===== src/rtl/boot_pkg.sv =====
package boot_pkg;
  typedef enum logic [1:0] {
    KEY_LOCKED = 2'd0,
    KEY_HALF   = 2'd1,
    KEY_OPEN   = 2'd2
  } key_state_t;
endpackage


===== src/rtl/boot_key_unlock.sv =====
module boot_key_unlock #(
  parameter int DATA_W = 8,
  parameter logic [DATA_W-1:0] KEY_FIRST  = 8'h87,
  parameter logic [DATA_W-1:0] KEY_SECOND = 8'h59
) (
  input  logic              clk,
  input  logic              rst,
  input  logic              clr,
  input  logic              key_we,
  input  logic [DATA_W-1:0] key_data,
  output logic              unlocked
);
  import boot_pkg::*;

  key_state_t st_q;

  always_ff @(posedge clk) begin
    if (rst || clr) begin
      st_q <= KEY_LOCKED;
    end else if (key_we) begin
      if (key_data == KEY_FIRST)
        st_q <= KEY_HALF;
      else if (key_data == KEY_SECOND && st_q == KEY_HALF)
        st_q <= KEY_OPEN;
      else
        st_q <= KEY_LOCKED;
    end
  end

  assign unlocked = (st_q == KEY_OPEN);


  open_needs_second_chk: assert property (@(posedge clk) disable iff (rst)
    $rose(unlocked) |-> $past(key_we && key_data == KEY_SECOND));


  wrong_key_locks_chk: assert property (@(posedge clk) disable iff (rst)
    (key_we && key_data != KEY_SECOND) |=> !unlocked);
endmodule


===== src/rtl/boot_bank_switch.sv =====
module boot_bank_switch (
  input  logic clk,
  input  logic rst,
  input  logic clr,
  input  logic loader_req,
  input  logic idle_in,
  input  logic wake_in,
  output logic bank_sel,
  output logic pc_clear
);
  logic idle_seen;
  logic do_wake;

  assign do_wake = wake_in && idle_seen;

  always_ff @(posedge clk) begin
    if (rst || clr) begin
      idle_seen <= 1'b0;
      bank_sel  <= 1'b0;
      pc_clear  <= 1'b0;
    end else begin
      if (wake_in)
        idle_seen <= 1'b0;
      else if (idle_in)
        idle_seen <= 1'b1;
      pc_clear <= do_wake && (loader_req != bank_sel);
      if (do_wake)
        bank_sel <= loader_req;
    end
  end


  bank_holds_chk: assert property (@(posedge clk) disable iff (rst)
    (!wake_in && !clr) |=> $stable(bank_sel));


  clear_on_change_chk: assert property (@(posedge clk) disable iff (rst)
    pc_clear |-> (bank_sel != $past(bank_sel)));


  clear_single_chk: assert property (@(posedge clk) disable iff (rst)
    pc_clear |=> !pc_clear);
endmodule


===== src/rtl/boot_addr_map.sv =====
module boot_addr_map #(
  parameter int CPU_AW       = 16,
  parameter int MAIN_BYTES   = 32768,
  parameter int LOADER_BYTES = 4096,
  localparam int MEM_AW = $clog2(MAIN_BYTES + LOADER_BYTES),
  localparam int MAIN_AW = $clog2(MAIN_BYTES),
  localparam int LDR_AW  = $clog2(LOADER_BYTES)
) (
  input  logic              clk,
  input  logic              rst,
  input  logic              bank_sel,
  input  logic [CPU_AW-1:0] cpu_addr,
  output logic [MEM_AW-1:0] mem_addr
);
  localparam logic [MEM_AW-1:0] LDR_BASE = MEM_AW'(MAIN_BYTES);

  logic [MEM_AW-1:0] nxt;

  always_comb begin
    if (bank_sel)
      nxt = LDR_BASE + MEM_AW'(cpu_addr[LDR_AW-1:0]);
    else
      nxt = MEM_AW'(cpu_addr[MAIN_AW-1:0]);
  end

  always_ff @(posedge clk) begin
    if (rst) mem_addr <= '0;
    else     mem_addr <= nxt;
  end


  loader_range_chk: assert property (@(posedge clk) disable iff (rst)
    $past(bank_sel) |-> (mem_addr >= LDR_BASE));
endmodule


===== src/rtl/boot_mode_ctrl.sv =====
module boot_mode_ctrl #(
  parameter int DATA_W       = 8,
  parameter int ADDR_W       = 2,
  parameter int CPU_AW       = 16,
  parameter int MAIN_BYTES   = 32768,
  parameter int LOADER_BYTES = 4096,
  parameter logic [ADDR_W-1:0] CFG_ADDR = 2'd0,
  parameter logic [ADDR_W-1:0] KEY_ADDR = 2'd1,
  parameter logic [DATA_W-1:0] RESET_MASK = 8'h83,
  parameter int LOADER_BIT = 0,
  localparam int MEM_AW = $clog2(MAIN_BYTES + LOADER_BYTES)
) (
  input  logic              clk,
  input  logic              rst,
  input  logic              bus_we,
  input  logic [ADDR_W-1:0] bus_addr,
  input  logic [DATA_W-1:0] bus_wdata,
  output logic [DATA_W-1:0] rd_data,
  input  logic              idle_in,
  input  logic              wake_in,
  input  logic [CPU_AW-1:0] cpu_addr,
  output logic [MEM_AW-1:0] mem_addr,
  output logic              bank_sel,
  output logic              pc_clear,
  output logic              soft_rst
);
  logic [DATA_W-1:0] cfg_q;
  logic unlocked;
  logic cfg_wr;
  logic key_wr;
  logic soft_hit;

  assign key_wr   = bus_we && (bus_addr == KEY_ADDR);
  assign cfg_wr   = bus_we && (bus_addr == CFG_ADDR) && unlocked;
  assign soft_hit = cfg_wr && ((bus_wdata & RESET_MASK) == RESET_MASK);

  boot_key_unlock #(.DATA_W(DATA_W)) u_key (
    .clk(clk), .rst(rst), .clr(soft_hit),
    .key_we(key_wr), .key_data(bus_wdata), .unlocked(unlocked)
  );

  boot_bank_switch u_bank (
    .clk(clk), .rst(rst), .clr(soft_hit),
    .loader_req(cfg_q[LOADER_BIT]), .idle_in(idle_in), .wake_in(wake_in),
    .bank_sel(bank_sel), .pc_clear(pc_clear)
  );

  boot_addr_map #(
    .CPU_AW(CPU_AW), .MAIN_BYTES(MAIN_BYTES), .LOADER_BYTES(LOADER_BYTES)
  ) u_map (
    .clk(clk), .rst(rst), .bank_sel(bank_sel),
    .cpu_addr(cpu_addr), .mem_addr(mem_addr)
  );

  always_ff @(posedge clk) begin
    if (rst || soft_hit)   cfg_q <= '0;
    else if (cfg_wr)       cfg_q <= bus_wdata;
  end

  always_ff @(posedge clk) begin
    if (rst) soft_rst <= 1'b0;
    else     soft_rst <= soft_hit;
  end

  always_ff @(posedge clk) begin
    if (rst)                        rd_data <= '0;
    else if (bus_addr == CFG_ADDR)  rd_data <= cfg_q;
    else if (bus_addr == KEY_ADDR)  rd_data <= DATA_W'(unlocked);
    else                            rd_data <= '0;
  end


  locked_cfg_stable_chk: assert property (@(posedge clk) disable iff (rst)
    !(bus_we && bus_addr == CFG_ADDR && unlocked) |=> $stable(cfg_q));


  soft_single_chk: assert property (@(posedge clk) disable iff (rst)
    soft_rst |=> !soft_rst);


  soft_clears_chk: assert property (@(posedge clk) disable iff (rst)
    soft_rst |-> (!bank_sel && !unlocked && cfg_q == '0));
endmodule


===== config.mk =====
export PLATFORM = sky130hd
export DESIGN_NAME = boot_mode_ctrl
export DESIGN_NICKNAME = d
export VERILOG_FILES = /design/src/rtl/boot_pkg.sv /design/src/rtl/boot_key_unlock.sv /design/src/rtl/boot_bank_switch.sv /design/src/rtl/boot_addr_map.sv /design/src/rtl/boot_mode_ctrl.sv
export SDC_FILE = /design/constraint.sdc
export NUM_CORES = 1
export LEC_CHECK = 0
export ABC_CLOCK_PERIOD_IN_PS = 2000
export BUFFER_PORTS_ARGS = -buffer_cell sky130_fd_sc_hd__buf_2
export CORE_UTILIZATION = 47
export CTS_BUF_LIST = sky130_fd_sc_hd__clkbuf_4
export CTS_CLUSTER_DIAMETER = 60
export DETAILED_ROUTE_END_ITERATION = 6
export PLACE_DENSITY = 0.82
export SYNTH_ARGS = -nofsm -noshare
export SYNTH_HDL_FRONTEND = slang
export SYNTH_SLANG_ARGS = --single-unit

===== constraint.sdc =====
create_clock -name clk -period 2 [get_ports clk]
set_input_delay 0.1 -clock clk [delete_from_list [all_inputs] [get_ports clk]]
set_output_delay 0.1 -clock clk [all_outputs]
set_load 0.005 [all_outputs]

=== After elaboration in Yosys (flattened, before gate mapping) ===
Index checks and enable logic that the tools add are counted.

* Register bits after elaboration: 38
* Logic and storage cells: 34

* Add/subtract/negate cells: 1
* Equal/unequal tests: 7
* Muxes and demuxes: 5
* Bitwise operators: 1
* Reduce and logical (&&, ||, !) cells: 11

{| class="wikitable"
|+ Operators by type and width
! operator !! number
|-
| $add 16x12->16 const A || 1
|-
| $mux 15 || 1
|-
| $eq 8x7->1 const B || 1
|-
| $eq 8x8->1 const B || 1
|-
| $mux 8 || 1
|-
| $logic_and 1x1->1 || 7
|-
| $eq 2x1->1 const B || 2
|-
| $mux 2 || 2
|-
| $reduce_or 2->1 || 2
|-
| $eq 3x3->1 const B || 1
|-
| $eq 2x2->1 const B || 1
|-
| $logic_not 2->1 || 1
|-
| $logic_or 1x1->1 || 1
|-
| $mux 1 || 1
|-
| $ne 1x1->1 || 1
|-
| $not 1->1 || 1
|}

=== Logic depth before layout (Yosys ltp) ===
* Depth after elaboration: 6
* Mapped depth: 5
* Mapped depth without buffers: 3

=== Cells and area by module ===
A second synthesis with hierarchy kept.

* Cells, all modules: 120
* Area total of the unflattened synthesis: 1295.0 sq um

{| class="wikitable"
|+ By module, submodules not included
! module !! instances !! cells an instance !! area each (sq um) !! seq. area each (sq um)
|-
| boot_mode_ctrl || 1 || 63 || 593.1 || 340.3
|-
| boot_addr_map || 1 || 33 || 455.4 || 320.3
|-
| boot_key_unlock || 1 || 13 || 130.1 || 40.0
|-
| boot_bank_switch || 1 || 11 || 116.4 || 60.1
|}

=== Worst setup path after synthesis ===
No wires, ideal clock.

* Path kind: reg-to-reg
* From: reg u_key.st_q[1]
* To: reg u_key.st_q[1]
* Setup time: 70 ps
* Arrival: 1315 ps
* Data required time: 1930 ps
* Setup slack: 615 ps
* Stages on the path, launching flop included: 4
* Clock period less this slack: 1385 ps
* Cells stage by stage: dfxtp_1 or4b_1 or4_1 a21oi_1

* Longest elaborated chain between the ends: 4

{| class="wikitable"
|+ RTL lines
! item !! RTL line !! text
|-
| start, declared || boot_key_unlock.sv:15 || <nowiki>key_state_t st_q;</nowiki>
|-
| start signal, assigned || boot_key_unlock.sv:19 || <nowiki>st_q <= KEY_LOCKED;</nowiki>
|-
| start signal, assigned || boot_key_unlock.sv:22 || <nowiki>st_q <= KEY_HALF;</nowiki>
|-
| start signal, assigned || boot_key_unlock.sv:24 || <nowiki>st_q <= KEY_OPEN;</nowiki>
|-
| $eq 2x1->1 or $eq 2x2->1 (tied branches) || boot_key_unlock.sv:23, boot_key_unlock.sv:30 ||
|-
| $logic_and 1x1->1, on equally long branches || boot_key_unlock.sv:23, boot_mode_ctrl.sv:34 ||
|-
| $mux 2 or $logic_and 1x1->1 (tied branches) || boot_key_unlock.sv:23, boot_mode_ctrl.sv:35 ||
|-
| $mux 2 or $logic_or 1x1->1 (tied branches) || boot_key_unlock.sv:21, boot_key_unlock.sv:18 ||
|}

Several ways; a longest one is shown, not always the timed one.
A chain may end at the register's enable or synchronous reset.

=== Worst setup path in the final report ===
* From: in bus_addr[1]
* To: reg cfg_q[2]

* Longest elaborated chain between the ends: 5

{| class="wikitable"
|+ RTL lines
! item !! RTL line !! text
|-
| start, declared || boot_mode_ctrl.sv:16 || <nowiki>input logic [ADDR_W-1:0] bus_addr,</nowiki>
|-
| $logic_not 2->1 * || boot_mode_ctrl.sv:34 || <nowiki>assign cfg_wr = bus_we && (bus_addr == CFG_ADDR) && unlocked;</nowiki>
|-
| $logic_and 1x1->1 * (2 in series) || boot_mode_ctrl.sv:34 ||
|-
| $logic_and 1x1->1 || boot_mode_ctrl.sv:35 || <nowiki>assign soft_hit = cfg_wr && ((bus_wdata & RESET_MASK) == RESET_MASK);</nowiki>
|-
| $logic_or 1x1->1 || boot_mode_ctrl.sv:56 || <nowiki>if (rst || soft_hit) cfg_q <= '0;</nowiki>
|-
| end signal, assigned || boot_mode_ctrl.sv:57 || <nowiki>else if (cfg_wr) cfg_q <= bus_wdata;</nowiki>
|-
| end, declared || boot_mode_ctrl.sv:27 || <nowiki>logic [DATA_W-1:0] cfg_q;</nowiki>
|}

Mark *: on every way between the ends. The rest lies on a longest branch, timed or not.

==> results.cfg <==
[outcome]
status = completed

[finish]
stdcell_area_sq_mm = 0.00177
syn_to_final_growth_pct = 43.1
layout-drive-gt1-share = 0.342
antenna_cells = 0
nFillCells = 184
fin_nets = 229

[sta]
fin_tns_setup_ns = 0
slew_violations = 0
clock_skew_ns = 0.00759
grt_setup_unrepaired = false
post-route-period-util = 0.760
setup_viol = 0
relSlewSlack = 0.637
min_period_ns = 1.52
finalWorstSetupSlack_ns = 0.480
fmax_ghz = 0.658
worst_slew_pin_slew_ns = 0.541
finalHoldWorstSlack_ns = 0.00422
hold_violations = 0

[power_and_ir_drop]
combinationalPowerShare = 0.089
pwr-share-seq = 0.616
p_clk_frac = 0.295
p_int_uw = 983
switchingPower_uw = 279
ir_worst_vdd_mv = 0.674
total_leakage_power_nw = 0.796
swShare = 0.221
powerDensity_mw_per_mm2 = 711
power_mw = 1.26

[worst_setup_path]
regToRegStartpoint = u_key.st_q[1]
crit_chain = dlygate4sd3_1 -> buf_2 -> nand4bb_1 -> o31ai_2 -> buf_4 -> a21oi_1
r2r_slack_ns = 0.49
slowest_stage = dlygate4sd3_1
startpoint_type = primary input
r2r-end = u_key.st_q[1]
ff2ff_path_depth = 3
cp_top_family = buffers and inverters
slowest_delay_ns = 0.53
worstSetupEndpointType = flop
crit_arrival_ns = 1.74
crit_type = in -> reg
path_buf_inv = 3
crit_required_ns = 2.22
crit_fanout = 9

[clock_tree]
path_clk_slew_ns = 0.09
clk_root_buffer_cell = clkbuf_4
cts_buffers = 5
cts.path.max_buffers = 2
htreeDepth = 2
cts_tree = done
cts_sinks = 38
cts_resized = 0
worstSkewPairLatency_ns = 0.33

[yosys]
ys_top_cells_by_area = dfxtp_1, nor2b_1, and2_1
synth_cell_types = 22
synthArstFlopShare = 0
synth_nets = 152
synth_edf_count = 0
yosys.area.top_type_share = 0.614
synthesis.instances = 121
yosysWarnings = 0
yosysSeqAreaShare = 0.614
ys_ff_latch = 38
netlist_area_sq_mm = 0.00124
ys.flop_type = dfxtp_1
synth_area_leader_cell = dfxtp_1
synth_area_per_cell_sq_um = 10.2

[place]
dpl_cell_area_sq_mm = 0.00156
place.port_buffers = 56
dp_hpwl_um = 1810
dp_worst_setup_slack_ns = 0.518
place.gp.congestion = 0.812

[route]
drt_iter0_markers = 19
drc = 0
drt_pre_antenna_iters = 4
vias = 1115
via_per_inst = 4.87
wl_um = 2660
antenna_left = 0
wl_per_cell_um = 11.6

[grt]
grt_overflow_total = 0
first_global_vias = 962
antenna_found_initial = 0
grt.total_usage = 0.209
grt_max_degree = 19
grt_pass1_wl_um = 4000

[die]
rows = 18
die_y_um = 53.4
chipWidth_um = 53.4
dieArea_sq_mm = 0.00285
core_area_sq_mm = 0.00248
start_util = 0.501
pin_count = 58

[hold_path]
holdPathEnd = u_map.mem_addr[6]
min_path_type = in -> reg
worstHoldStart = cpu_addr[6]
min_path_cells = 2

[flow_run]
maxCapViolCount = 0
layout by cell type (no fill, tap or decap):
cell type      netlist  final
a21oi_1             12     12
and2_1              10     10
and3b_1              1      1
buf_2                1     56
buf_4                0      3
clkbuf_4             0      6
clkinv_1             0      1
clkinv_2             0      1
dfxtp_1             38     38
dlygate4sd3_1        0     16
inv_1                1      1
inv_2                1      1
nand2_1              5      5
nand3_1             10     10
nand3b_1             1      1
nand4bb_1            2      2
nor2_1               2      2
nor2b_1             13     13
nor3_1               4      4
nor4_1               1      1
nor4bb_1             1      1
o21ai_0              8      8
o31ai_2              1      1
or4_1                2      2
or4b_1               2      2
xnor2_1              1      1
through the flow:
step | std cells | utilization
floorplan | 121 | -
global placement | 205 | 0.630
global route | 229 | 0.716
finish | 229 | 0.716
detailed placement | 205 | 0.630
CTS | 229 | 0.716
per-layer routing:
layer	wire, um	part of all wire	global-route usage	vias to the layer above
li1	-	-	-	571
met3	173	0.065	0.0690	11
met4	112	0.042	0.171	0
met1	1080	0.41	0.206	490
met2	1290	0.49	0.350	43
met5	0	0	0	-
power by group through the flow:
stage	logic [mW]	registers (mW)	clock network, mW
3_3_place_gp	0.0843	0.794	0
6_report	0.112	0.777	0.373
5_1_grt	0.125	0.780	0.414
4_1_cts	0.111	0.777	0.381
3_5_place_dp	0.0864	0.795	0
2_1_floorplan	0.0289	0.798	0
synth_stat cells, types with 2 or more instances:
library cell,number
dfxtp_1,38
o21ai_0,8
a21oi_1,12
nor2_1,2
clkbuf_1,4
or4_1,2
nand2_1,5
nand3_1,10
nand4bb_1,2
or4b_1,2
and2_1,10
nor2b_1,13
nor3_1,4
flip-flops by register name, summed over array words and instances, names as in the netlist:
signal / flops
soft_rst: 1
u_bank.bank_sel: 1
u_bank.idle_seen: 1
u_bank.pc_clear: 1
cfg_q: 8
rd_data: 8
u_key.st_q: 2
u_map.mem_addr: 16
cell families (layout without fill, tap and decap cells):
group                  after synthesis  count (layout)  synth area share
AND/OR/NAND/NOR                     54              54             0.266
AO/OA/AOI/OAI                       21              21            0.0908
XOR/XNOR                             1               1           0.00706
flip-flops                          38              38             0.614
buffers and inverters                7              85            0.0222
worst register-to-register path, stage by stage (launching register included):
cell	delay [ns]
dfxtp_1	0.35
or4b_1	0.53
or4_1	0.41
a21oi_1	0.16
repair_timing:
| action | in CTS | in global routing |
|---|---|---|
| hold buffers | 16 | 0 |
| setup buffers | 0 | 0 |
| endpoints found under the hold margin | 16 | 0 |
worst max-delay path by stage:
stage                  start             to  depth (start not counted)
3_5_place_dp   u_key.st_q[1]  u_key.st_q[1]                          3
2_1_floorplan  u_key.st_q[1]  u_key.st_q[1]                          3
3_3_place_gp   u_key.st_q[1]  u_key.st_q[1]                          3
6_report         bus_addr[1]       cfg_q[2]                          6
5_1_grt          bus_addr[1]  u_key.st_q[1]                          6
4_1_cts        u_key.st_q[1]  u_key.st_q[1]                          3
final cells by class:
class | count | area [sq um] | share of cell area
inverter | 2 | 7.51 | 0.00423
clock inverter | 2 | 8.76 | 0.00494
multi-input combinational | 76 | 452 | 0.255
clock buffer | 6 | 45.0 | 0.0254
sequential | 38 | 761 | 0.429
tap | 30 | 37.5 | 0.0212
timing repair buffer | 75 | 463 | 0.261
Note: power is estimated with default switching activity, not from simulation.
